$ cat src/rtl/irq_agg_pkg.sv
package irq_agg_pkg;

  // Word index of each register (byte offset bits [3:2]).
  localparam logic [1:0] WIDX_STAT = 2'd0;
  localparam logic [1:0] WIDX_EN   = 2'd1;
  localparam logic [1:0] WIDX_MASK = 2'd2;
  localparam logic [1:0] WIDX_SET  = 2'd3;

  typedef enum logic [2:0] {
    RS_STAT,
    RS_EN,
    RS_MASK,
    RS_SET,
    RS_NONE
  } reg_sel_e;

endpackage

$ cat src/rtl/irq_reg_decode.sv
module irq_reg_decode
  import irq_agg_pkg::*;
#(
  parameter int ADDR_W = 5
) (
  input  logic              bus_sel,
  input  logic              bus_we,
  input  logic [ADDR_W-1:0] bus_addr,
  output reg_sel_e          rsel,
  output logic              wr_clr,
  output logic              wr_set,
  output logic              wr_en,
  output logic              rd,
  output logic              bad
);

  logic aligned;
  logic in_window;
  logic [1:0] widx;

  assign aligned   = (bus_addr[1:0] == 2'b00);
  assign in_window = ((bus_addr >> 4) == '0);
  assign widx      = bus_addr[3:2];

  always_comb begin
    rsel = RS_NONE;
    if (aligned && in_window) begin
      case (widx)
        WIDX_STAT: rsel = RS_STAT;
        WIDX_EN:   rsel = RS_EN;
        WIDX_MASK: rsel = RS_MASK;
        WIDX_SET:  rsel = RS_SET;
        default:   rsel = RS_NONE;
      endcase
    end
  end

  assign wr_clr = bus_sel && bus_we && (rsel == RS_STAT);
  assign wr_set = bus_sel && bus_we && (rsel == RS_SET);
  assign wr_en  = bus_sel && bus_we && (rsel == RS_EN);
  assign rd     = bus_sel && !bus_we && (rsel != RS_NONE);
  assign bad    = bus_sel && (rsel == RS_NONE);

endmodule

$ cat src/rtl/irq_status_bank.sv
module irq_status_bank #(
  parameter int NUM_SRC = 32
) (
  input  logic               clk,
  input  logic               rst,
  input  logic [NUM_SRC-1:0] src,
  input  logic               wr_clr,
  input  logic               wr_set,
  input  logic [NUM_SRC-1:0] wval,
  output logic [NUM_SRC-1:0] status_q,
  output logic [NUM_SRC-1:0] status_nxt
);

  logic [NUM_SRC-1:0] src_d;

  always_ff @(posedge clk) begin
    if (rst) begin
      src_d <= '0;
    end else begin
      src_d <= src;
    end
  end

  for (genvar i = 0; i < NUM_SRC; i++) begin : g_bit
    logic sw_val;
    logic fell;

    // Software view of the bit: set-port load beats clear.
    always_comb begin
      if (wr_set) begin
        sw_val = wval[i];
      end else if (wr_clr) begin
        sw_val = status_q[i] & ~wval[i];
      end else begin
        sw_val = status_q[i];
      end
    end

    assign fell = src_d[i] & ~src[i];

    // A high line forces the bit; a falling line clears it.
    assign status_nxt[i] = src[i] ? 1'b1 : (fell ? 1'b0 : sw_val);

    always_ff @(posedge clk) begin
      if (rst) begin
        status_q[i] <= 1'b0;
      end else begin
        status_q[i] <= status_nxt[i];
      end
    end
  end

endmodule

$ cat src/rtl/irq_enable_reg.sv
module irq_enable_reg #(
  parameter int NUM_SRC = 32
) (
  input  logic               clk,
  input  logic               rst,
  input  logic               wr_en,
  input  logic [NUM_SRC-1:0] wval,
  output logic [NUM_SRC-1:0] enable_q,
  output logic [NUM_SRC-1:0] enable_nxt
);

  assign enable_nxt = wr_en ? wval : enable_q;

  always_ff @(posedge clk) begin
    if (rst) begin
      enable_q <= '0;
    end else begin
      enable_q <= enable_nxt;
    end
  end

endmodule

$ cat src/rtl/irq_out_stage.sv
module irq_out_stage #(
  parameter int NUM_SRC = 32
) (
  input  logic               clk,
  input  logic               rst,
  input  logic [NUM_SRC-1:0] status_nxt,
  input  logic [NUM_SRC-1:0] enable_nxt,
  output logic               irq_q
);

  logic any_pending;

  assign any_pending = |(status_nxt & enable_nxt);

  always_ff @(posedge clk) begin
    if (rst) begin
      irq_q <= 1'b0;
    end else begin
      irq_q <= any_pending;
    end
  end

endmodule

$ cat src/rtl/irq_aggregator.sv
module irq_aggregator
  import irq_agg_pkg::*;
#(
  parameter int NUM_SRC = 32,
  parameter int DATA_W  = 32,
  parameter int ADDR_W  = 5
) (
  input  logic               clk,
  input  logic               rst,
  input  logic [NUM_SRC-1:0] src_lines,
  input  logic               bus_sel,
  input  logic               bus_we,
  input  logic [ADDR_W-1:0]  bus_addr,
  input  logic [DATA_W-1:0]  bus_wdata,
  output logic [DATA_W-1:0]  bus_rdata,
  output logic               bus_err,
  output logic               irq_out
);

  reg_sel_e           rsel;
  logic               wr_clr;
  logic               wr_set;
  logic               wr_en;
  logic               rd;
  logic               bad;
  logic [NUM_SRC-1:0] wval;
  logic [NUM_SRC-1:0] status_q;
  logic [NUM_SRC-1:0] status_nxt;
  logic [NUM_SRC-1:0] enable_q;
  logic [NUM_SRC-1:0] enable_nxt;
  logic [DATA_W-1:0]  rd_val;

  assign wval = bus_wdata[NUM_SRC-1:0];

  irq_reg_decode #(.ADDR_W(ADDR_W)) decode_i (
    .bus_sel  (bus_sel),
    .bus_we   (bus_we),
    .bus_addr (bus_addr),
    .rsel     (rsel),
    .wr_clr   (wr_clr),
    .wr_set   (wr_set),
    .wr_en    (wr_en),
    .rd       (rd),
    .bad      (bad)
  );

  irq_status_bank #(.NUM_SRC(NUM_SRC)) status_i (
    .clk        (clk),
    .rst        (rst),
    .src        (src_lines),
    .wr_clr     (wr_clr),
    .wr_set     (wr_set),
    .wval       (wval),
    .status_q   (status_q),
    .status_nxt (status_nxt)
  );

  irq_enable_reg #(.NUM_SRC(NUM_SRC)) enable_i (
    .clk        (clk),
    .rst        (rst),
    .wr_en      (wr_en),
    .wval       (wval),
    .enable_q   (enable_q),
    .enable_nxt (enable_nxt)
  );

  irq_out_stage #(.NUM_SRC(NUM_SRC)) out_i (
    .clk        (clk),
    .rst        (rst),
    .status_nxt (status_nxt),
    .enable_nxt (enable_nxt),
    .irq_q      (irq_out)
  );

  // Read mux over pre-edge register contents.
  always_comb begin
    case (rsel)
      RS_STAT: rd_val = DATA_W'(status_q);
      RS_SET:  rd_val = DATA_W'(status_q);
      RS_EN:   rd_val = DATA_W'(enable_q);
      RS_MASK: rd_val = DATA_W'(status_q & enable_q);
      default: rd_val = '0;
    endcase
  end

  always_ff @(posedge clk) begin
    if (rst) begin
      bus_rdata <= '0;
      bus_err   <= 1'b0;
    end else begin
      bus_rdata <= rd ? rd_val : '0;
      bus_err   <= bad;
    end
  end

endmodule

$ cat config.mk
export PLATFORM = sky130hd
export DESIGN_NAME = irq_aggregator
export DESIGN_NICKNAME = d
export VERILOG_FILES = /design/src/rtl/irq_agg_pkg.sv /design/src/rtl/irq_reg_decode.sv /design/src/rtl/irq_status_bank.sv /design/src/rtl/irq_enable_reg.sv /design/src/rtl/irq_out_stage.sv /design/src/rtl/irq_aggregator.sv
export SDC_FILE = /design/constraint.sdc
export NUM_CORES = 1
export LEC_CHECK = 0
export BUFFER_PORTS_ARGS = -buffer_cell sky130_fd_sc_hd__buf_2
export CELL_PAD_IN_SITES_DETAIL_PLACEMENT = 2
export CELL_PAD_IN_SITES_GLOBAL_PLACEMENT = 2
export CORE_MARGIN = 5
export CORE_UTILIZATION = 37
export CTS_BUF_LIST = sky130_fd_sc_hd__clkbuf_8
export DETAILED_ROUTE_END_ITERATION = 6
export HOLD_SLACK_MARGIN = 0.02
export PLACE_DENSITY_LB_ADDON = 0.1
export SLEW_MARGIN = 0
export SYNTH_ARGS = -nofsm -noshare
export SYNTH_HDL_FRONTEND = slang
export SYNTH_SLANG_ARGS = --single-unit
$ cat constraint.sdc
create_clock -name clk -period 4.3 [get_ports clk]
set_clock_uncertainty 0.1 [all_clocks]
set_input_delay 0.215 -clock clk [delete_from_list [all_inputs] [get_ports clk]]
set_output_delay 0.215 -clock clk [all_outputs]
set_load 0.01 [all_outputs]
# Word level (Yosys, flattened, before mapping)
# Cells that the tools add are included.
[totals]
reg_bits = 130
output_inout_bits = 34
input_bits = 73
elab_cells = 324
[classes]
n_mux = 132
eq_ne = 8
n_reduce_logical = 16
bitwise_logic = 131
[ops]
columns = ["cell", "count"]
rows = [
  ["$mux 1", 128],
  ["$pmux 32 s3", 1],
  ["$not 1->1", 65],
  ["$and 1x1->1", 64],
  ["$and 32x32->32", 2],
  ["$mux 32", 1],
  ["$reduce_or 32->1", 1],
  ["$pmux 3 s4", 1],
  ["$logic_and 1x1->1", 8],
  ["$eq 3x2->1 const B", 2],
  ["$logic_not 5->1", 1],
  ["$eq 2x2->1 const B", 2],
  ["$logic_not 2->1", 2],
  ["$reduce_or 2->1", 2],
  ["$eq 3x1->1 const B", 1],
  ["$eq 3x3->1 const B", 1],
  ["$logic_not 3->1", 1],
  ["$mux 3", 1],
  ["$ne 3x3->1 const B", 1],
  ["$eq 2x1->1 const B", 1],
  ["$logic_not 1->1", 1],
]

# Logic depth before layout (Yosys ltp)
[depth]
word_depth = 11
depth_mapped = 9
depth_no_buf = 6

# Modules after synthesis
# Synthesis repeated with hierarchy kept, for this count alone.
[unflattened]
hier_cells = 627
hier_area_um2 = 6353.6
[by_module_without_submodules]
columns = ["mod", "cells_each", "area_each_um2", "instances", "seq_area_each_um2"]
rows = [
  ["irq_status_bank", 305, 2849.0, 1, 1281.2],
  ["irq_aggregator", 185, 1855.5, 1, 660.6],
  ["irq_enable_reg", 103, 1370.1, 1, 640.6],
  ["irq_out_stage", 23, 185.2, 1, 20.0],
  ["irq_reg_decode", 11, 93.8, 1, 0.0],
]

# Least setup slack after synthesis
# No wires, ideal clock.
[synth_timing]
kind = "input port to flip-flop"
startpoint = "input port bus_addr[4]"
endpoint = "register out_i.irq_q"
setup_slack_ns = 2.140
n_path_buf = 2
t_arrival_ns = 1.920
required_ns = 4.060
setup_ns = 0.140
stages = 8
path_cell_list = "or3_1 buf_6 nor3_4 buf_4 mux2i_1 o22ai_1 nor4_1 a41oi_1"
[synth_between]
elab_chain_len = 11
elab_cells_between_ends = 140
classes_between = "eq/ne: 2; mux: 130; bitwise: 1; reduce/logical: 7"
[synth_lines]
columns = ["item", "line_no", "text"]
rows = [
  ["from (decl)", "irq_aggregator.sv:13", "input logic [ADDR_W-1:0] bus_addr,"],
  ["$logic_not 5->1 (*)", "irq_reg_decode.sv:22", "assign in_window = ((bus_addr >> 4) == '0);"],
  ["$logic_and 1x1->1 (*)", "irq_reg_decode.sv:27", "if (aligned && in_window) begin"],
  ["$mux 3 (*)", "irq_reg_decode.sv:27", ""],
  ["$logic_not 3->1", "irq_reg_decode.sv:38", "assign wr_clr = bus_sel && bus_we && (rsel == RS_STAT);"],
  ["$logic_and 1x1->1", "irq_reg_decode.sv:38", ""],
  ["$mux 1", "irq_status_bank.sv:32", "end else if (wr_clr) begin"],
  ["$mux 1", "irq_status_bank.sv:30", "if (wr_set) begin"],
  ["$mux 1 (2 in a row)", "irq_status_bank.sv:42", "assign status_nxt[i] = src[i] ? 1'b1 : (fell ? 1'b0 : sw_val);"],
  ["$and 32x32->32 (*)", "irq_out_stage.sv:13", "assign any_pending = |(status_nxt & enable_nxt);"],
  ["$reduce_or 32->1 (*)", "irq_out_stage.sv:13", ""],
  ["to (signal assigned)", "irq_out_stage.sv:19", "irq_q <= any_pending;"],
  ["to (decl)", "irq_out_stage.sv:8", "output logic irq_q"],
]
# Every way passes the cells marked *; elsewhere a longest branch is shown, timed or not.
# A chain may end at the register's enable or synchronous reset.

# Final worst setup path
[layout_timing]
startpoint = "input port bus_addr[2]"
endpoint = "register out_i.irq_q"
[layout_between]
elab_chain_len = 11
elab_cells_between_ends = 143
classes_between = "eq/ne: 5; mux: 131; bitwise: 1; reduce/logical: 6"
[layout_lines]
columns = ["item", "line_no", "text"]
rows = [
  ["$eq 2x2->1 (tied with other cells)", "irq_reg_decode.sv:28", "case (widx)"],
  ["$pmux 3 s4 (*)", "irq_reg_decode.sv:28", ""],
  ["$mux 3 (*)", "irq_reg_decode.sv:27", ""],
  ["$logic_not 3->1", "irq_reg_decode.sv:38", ""],
  ["$logic_and 1x1->1", "irq_reg_decode.sv:38", ""],
  ["$mux 1", "irq_status_bank.sv:32", ""],
  ["$mux 1", "irq_status_bank.sv:30", ""],
  ["$mux 1 (2 in a row)", "irq_status_bank.sv:42", ""],
  ["$and 32x32->32 (*)", "irq_out_stage.sv:13", ""],
  ["$reduce_or 32->1 (*)", "irq_out_stage.sv:13", ""],
]
# Every way passes the cells marked *; elsewhere a longest branch is shown, timed or not. The select of a mux whose other input is x is not followed.

==> results by group <==
Placement
  – Area after DPL: around 6100 sq um
  – GP Congestion: 0.801
  – Post-DP HPWL: approximately 13 mm
  – IO Port Bufs: approximately 110

GRT
  – Global route hottest layer: met2
  – Met3 global-route usage: about 4.4%
  – Global Route met2 Usage: 44.0%
  – GRT Util Overall: 24.3%
  – Antenna violations before repair: 0
  – M1 GR Usage: ~29%
  – Vias in the first global route: 6097
  – GRT overflow: 0
  – First-pass GRT wire length: 33.9 mm
  – Pin count of the biggest net entering global routing: about 100

Min path
  – Min-Delay Path Class: in -> reg
  – Min-delay src: bus_wdata[10]
  – Hold Crit Depth: 3
  – Min-Delay Endpoint: enable_i.enable_q[10]

Floorplan
  – I/O pin cnt: between 100 and 150
  – Die span in y: 132 um
  – Core footprint: around 15000 sq um
  – # rows: between 40 and 50
  – Die footprint: about 17000 sq um
  – Initial core utilization: 37.8%
  – Chip width: between 100 and 150 um

Routing
  – Drt wl/cell: between 20 and 25 um
  – DRT Wirelength: 21.3 mm
  – Initial detailed-routing violation count: ~310
  – ANT nets after route: 0
  – Via Count: 5463
  – Drt drc: 0
  – DR pass1 iterations: 4
  – Via density per instance: approximately 5.7

Logic synthesis
  – Distinct cells, synth: 29
  – Area leader, netlist: dfxtp_1
  – Synth warn: 0
  – Mapped Nets: a little under 700
  – Cells after Synth: 619
  – Post-synth top area share: a little under half
  – Seq/Total Area, Yosys: 47.4%
  – Ranking of synthesized cells by area: dfxtp_1, nor2_1, mux2i_1, o22ai_1, inv_1
  – Syn_area_per_cell: 8.87 sq um
  – Mapped Area: 5490 sq um
  – FF+latch count, synth: 130

STA
  – Fmax: approximately 360 MHz
  – Worst slew margin: approximately a quarter
  – Final Hold Viols: 0
  – Crit share post-route: between 60 and 70%
  – RSZ-0062 raised after global routing: false
  – Slew Limit Fails: 0
  – Final min period: about 2800 ps
  – Setup_tns: 0 ps
  – Count of final setup violators: 0
  – Least-Margin Pin Slew: 1120 ps

Critical path
  – Crit-path max FO: 34
  – Critical Path Start Type: primary input
  – Slowest-stage cell, CP: or2_1
  – Crit-path cells: buf_2 > nand4_1 > or2_1 > a41oi_1 > o22ai_1 > nor4_1 > a41oi_1
  – CP required: roughly 4500 ps
  – CP endpoint kind: register
  – WP data arrival: approximately 3000 ps
  – CP delay by family, top: simple AND/OR/NAND/NOR gates
  – Crit path kind: in -> reg
  – Crit path buf inv count: 1
  – Cell repeated most along the worst path: a41oi_1
  – Worst reg-to-reg setup slack: 2300 ps
  – Largest stage delay on the critical path: roughly 600 ps
  – R2R Path End: out_i.irq_q
  – Critical R2R Launch: status_i.status_q[2]
  – Worst reg2reg path depth: 5

Final layout
  – Most frequent cells in the layout: dfxtp_1, buf_2, nor2_1, inv_1, dlygate4sd3_1
  – Fin area: approximately 7000 sq um
  – Commonest non-fill, non-tap cell in the layout: dfxtp_1
  – Share of cells above drive strength 1: between 20% and 30%
  – Final net count: about 840
  – Synth-to-layout area growth: 30.2%
  – # diodes: 0

Clock network
  – Post_cts resized: 0
  – Post-CTS setup buffer count: 0
  – Root Buffer: clkbuf_8
  – CTS tree: done
  – Clock slew at reported path FFs: around 70 ps
  – Inserted Clock Buffers: 17
  – Max Root-Sink Buffers: 2
  – Clock sink count: 130
  – # hold bufs at CTS: 62
  – # H-tree levels: 4
  – Clk_lat worst skew: 450 ps

Power
  – Leakage: roughly 2.9 nW
  – Maximum vdd drop: approximately 0.21 mV
  – PD cells: 369 nW/um^2
  – Comb pwr share: between 10% and 20%
  – Cell Int Power: around 2 mW
  – Sw Share: about a quarter
  – Sequential group share of total power: just under 50%
  – Switching power: 0.674 mW
  – Clk network pwr share: between 40% and 50%

Run status
  – Outcome: complete, no violations

Run
  – Max-Cap Viols: 0
[final cells by class]
cell class	instances	area (sq um)
clock buffers	23	317
clock inverters	8	85.1
fillers	1562	7390
inverters	78	293
multi-input cells	360	2370
flip-flops and latches	130	2600
well taps	184	230
repair buffers	181	1250
[through the flow]
step	std cells	utilization (%)	setup slack [ps]	power, mW	hold WS (ps)
finish	964	49.2	1490	2.64	35.9
global route	964	49.2	1280	2.73	45.9
CTS	964	49.2	1580	2.65	20.1
detailed placement	871	42.1	1150	1.54	354
global placement	871	42.1	1180	1.52	342
floorplan	619	-	2140	1.43	236
[cell families (layout without fill, tap and decap cells)]
| logic type | after synthesis | after routing | share of synthesized area [%] |
|---|---|---|---|
| AOI/OAI and AO/OA | 171 | 171 | 23.5 |
| DFF | 130 | 130 | 47.4 |
| and+or+nand+nor | 157 | 157 | 13.5 |
| muxes | 32 | 32 | 5.83 |
| buffers and inverters | 129 | 290 | 9.78 |
[worst min-delay path: cells and delay by family]
kind / cells / cell delay, ps
mux: 1 / 110
buf+inv: 1 / 110
simple gates: 1 / 100
[state kept, by name (all words and copies together), names as in the netlist]
| register | flops |
|---|---|
| bus_err | 1 |
| bus_rdata | 32 |
| status_i.status_q | 32 |
| enable_i.enable_q | 32 |
| out_i.irq_q | 1 |
| status_i.src_d | 32 |
[per-layer routing]
layer / share of wire [%] / routed length (um)
met5: 0 / 0
met1: 42 / 8970
met3: 3.5 / 749
met2: 53 / 11200
met4: 1.6 / 345
[synthesized netlist by cell type]
library cell / number
nand4_1: 1
a311oi_2: 3
a41oi_2: 7
clkbuf_1: 39
mux2i_1: 32
buf_1: 1
or2_1: 1
o21ai_0: 32
nor2_1: 91
nand3_1: 30
nor4bb_1: 1
nor2b_1: 12
o22ai_1: 48
nor4b_1: 8
a311oi_1: 3
nor3_1: 1
a211oi_1: 32
o41ai_1: 26
nand2b_1: 2
buf_4: 3
or3_1: 2
nor3_4: 1
buf_6: 5
buf_2: 3
nor4_1: 4
inv_1: 78
dfxtp_1: 130
nand2_1: 3
a41oi_1: 20
[worst max-delay path by stage]
stage	from	end	slack, ps	depth (start not counted)
2_1_floorplan	bus_addr[4]	out_i.irq_q	2140	8
3_3_place_gp	bus_addr[4]	out_i.irq_q	1180	9
4_1_cts	bus_addr[2]	out_i.irq_q	1580	7
6_report	bus_addr[2]	out_i.irq_q	1490	7
3_5_place_dp	bus_addr[4]	out_i.irq_q	1150	9
5_1_grt	bus_addr[2]	out_i.irq_q	1280	7
[power by group through the flow]
stage	logic, mW	registers (mW)	clock network (mW)
floorplan	0.138	1.29	0
global placement	0.227	1.30	0
detailed placement	0.237	1.30	0
CTS	0.282	1.27	1.09
global route	0.314	1.28	1.14
finish	0.289	1.28	1.08
Power figures use the tool's default switching activity.
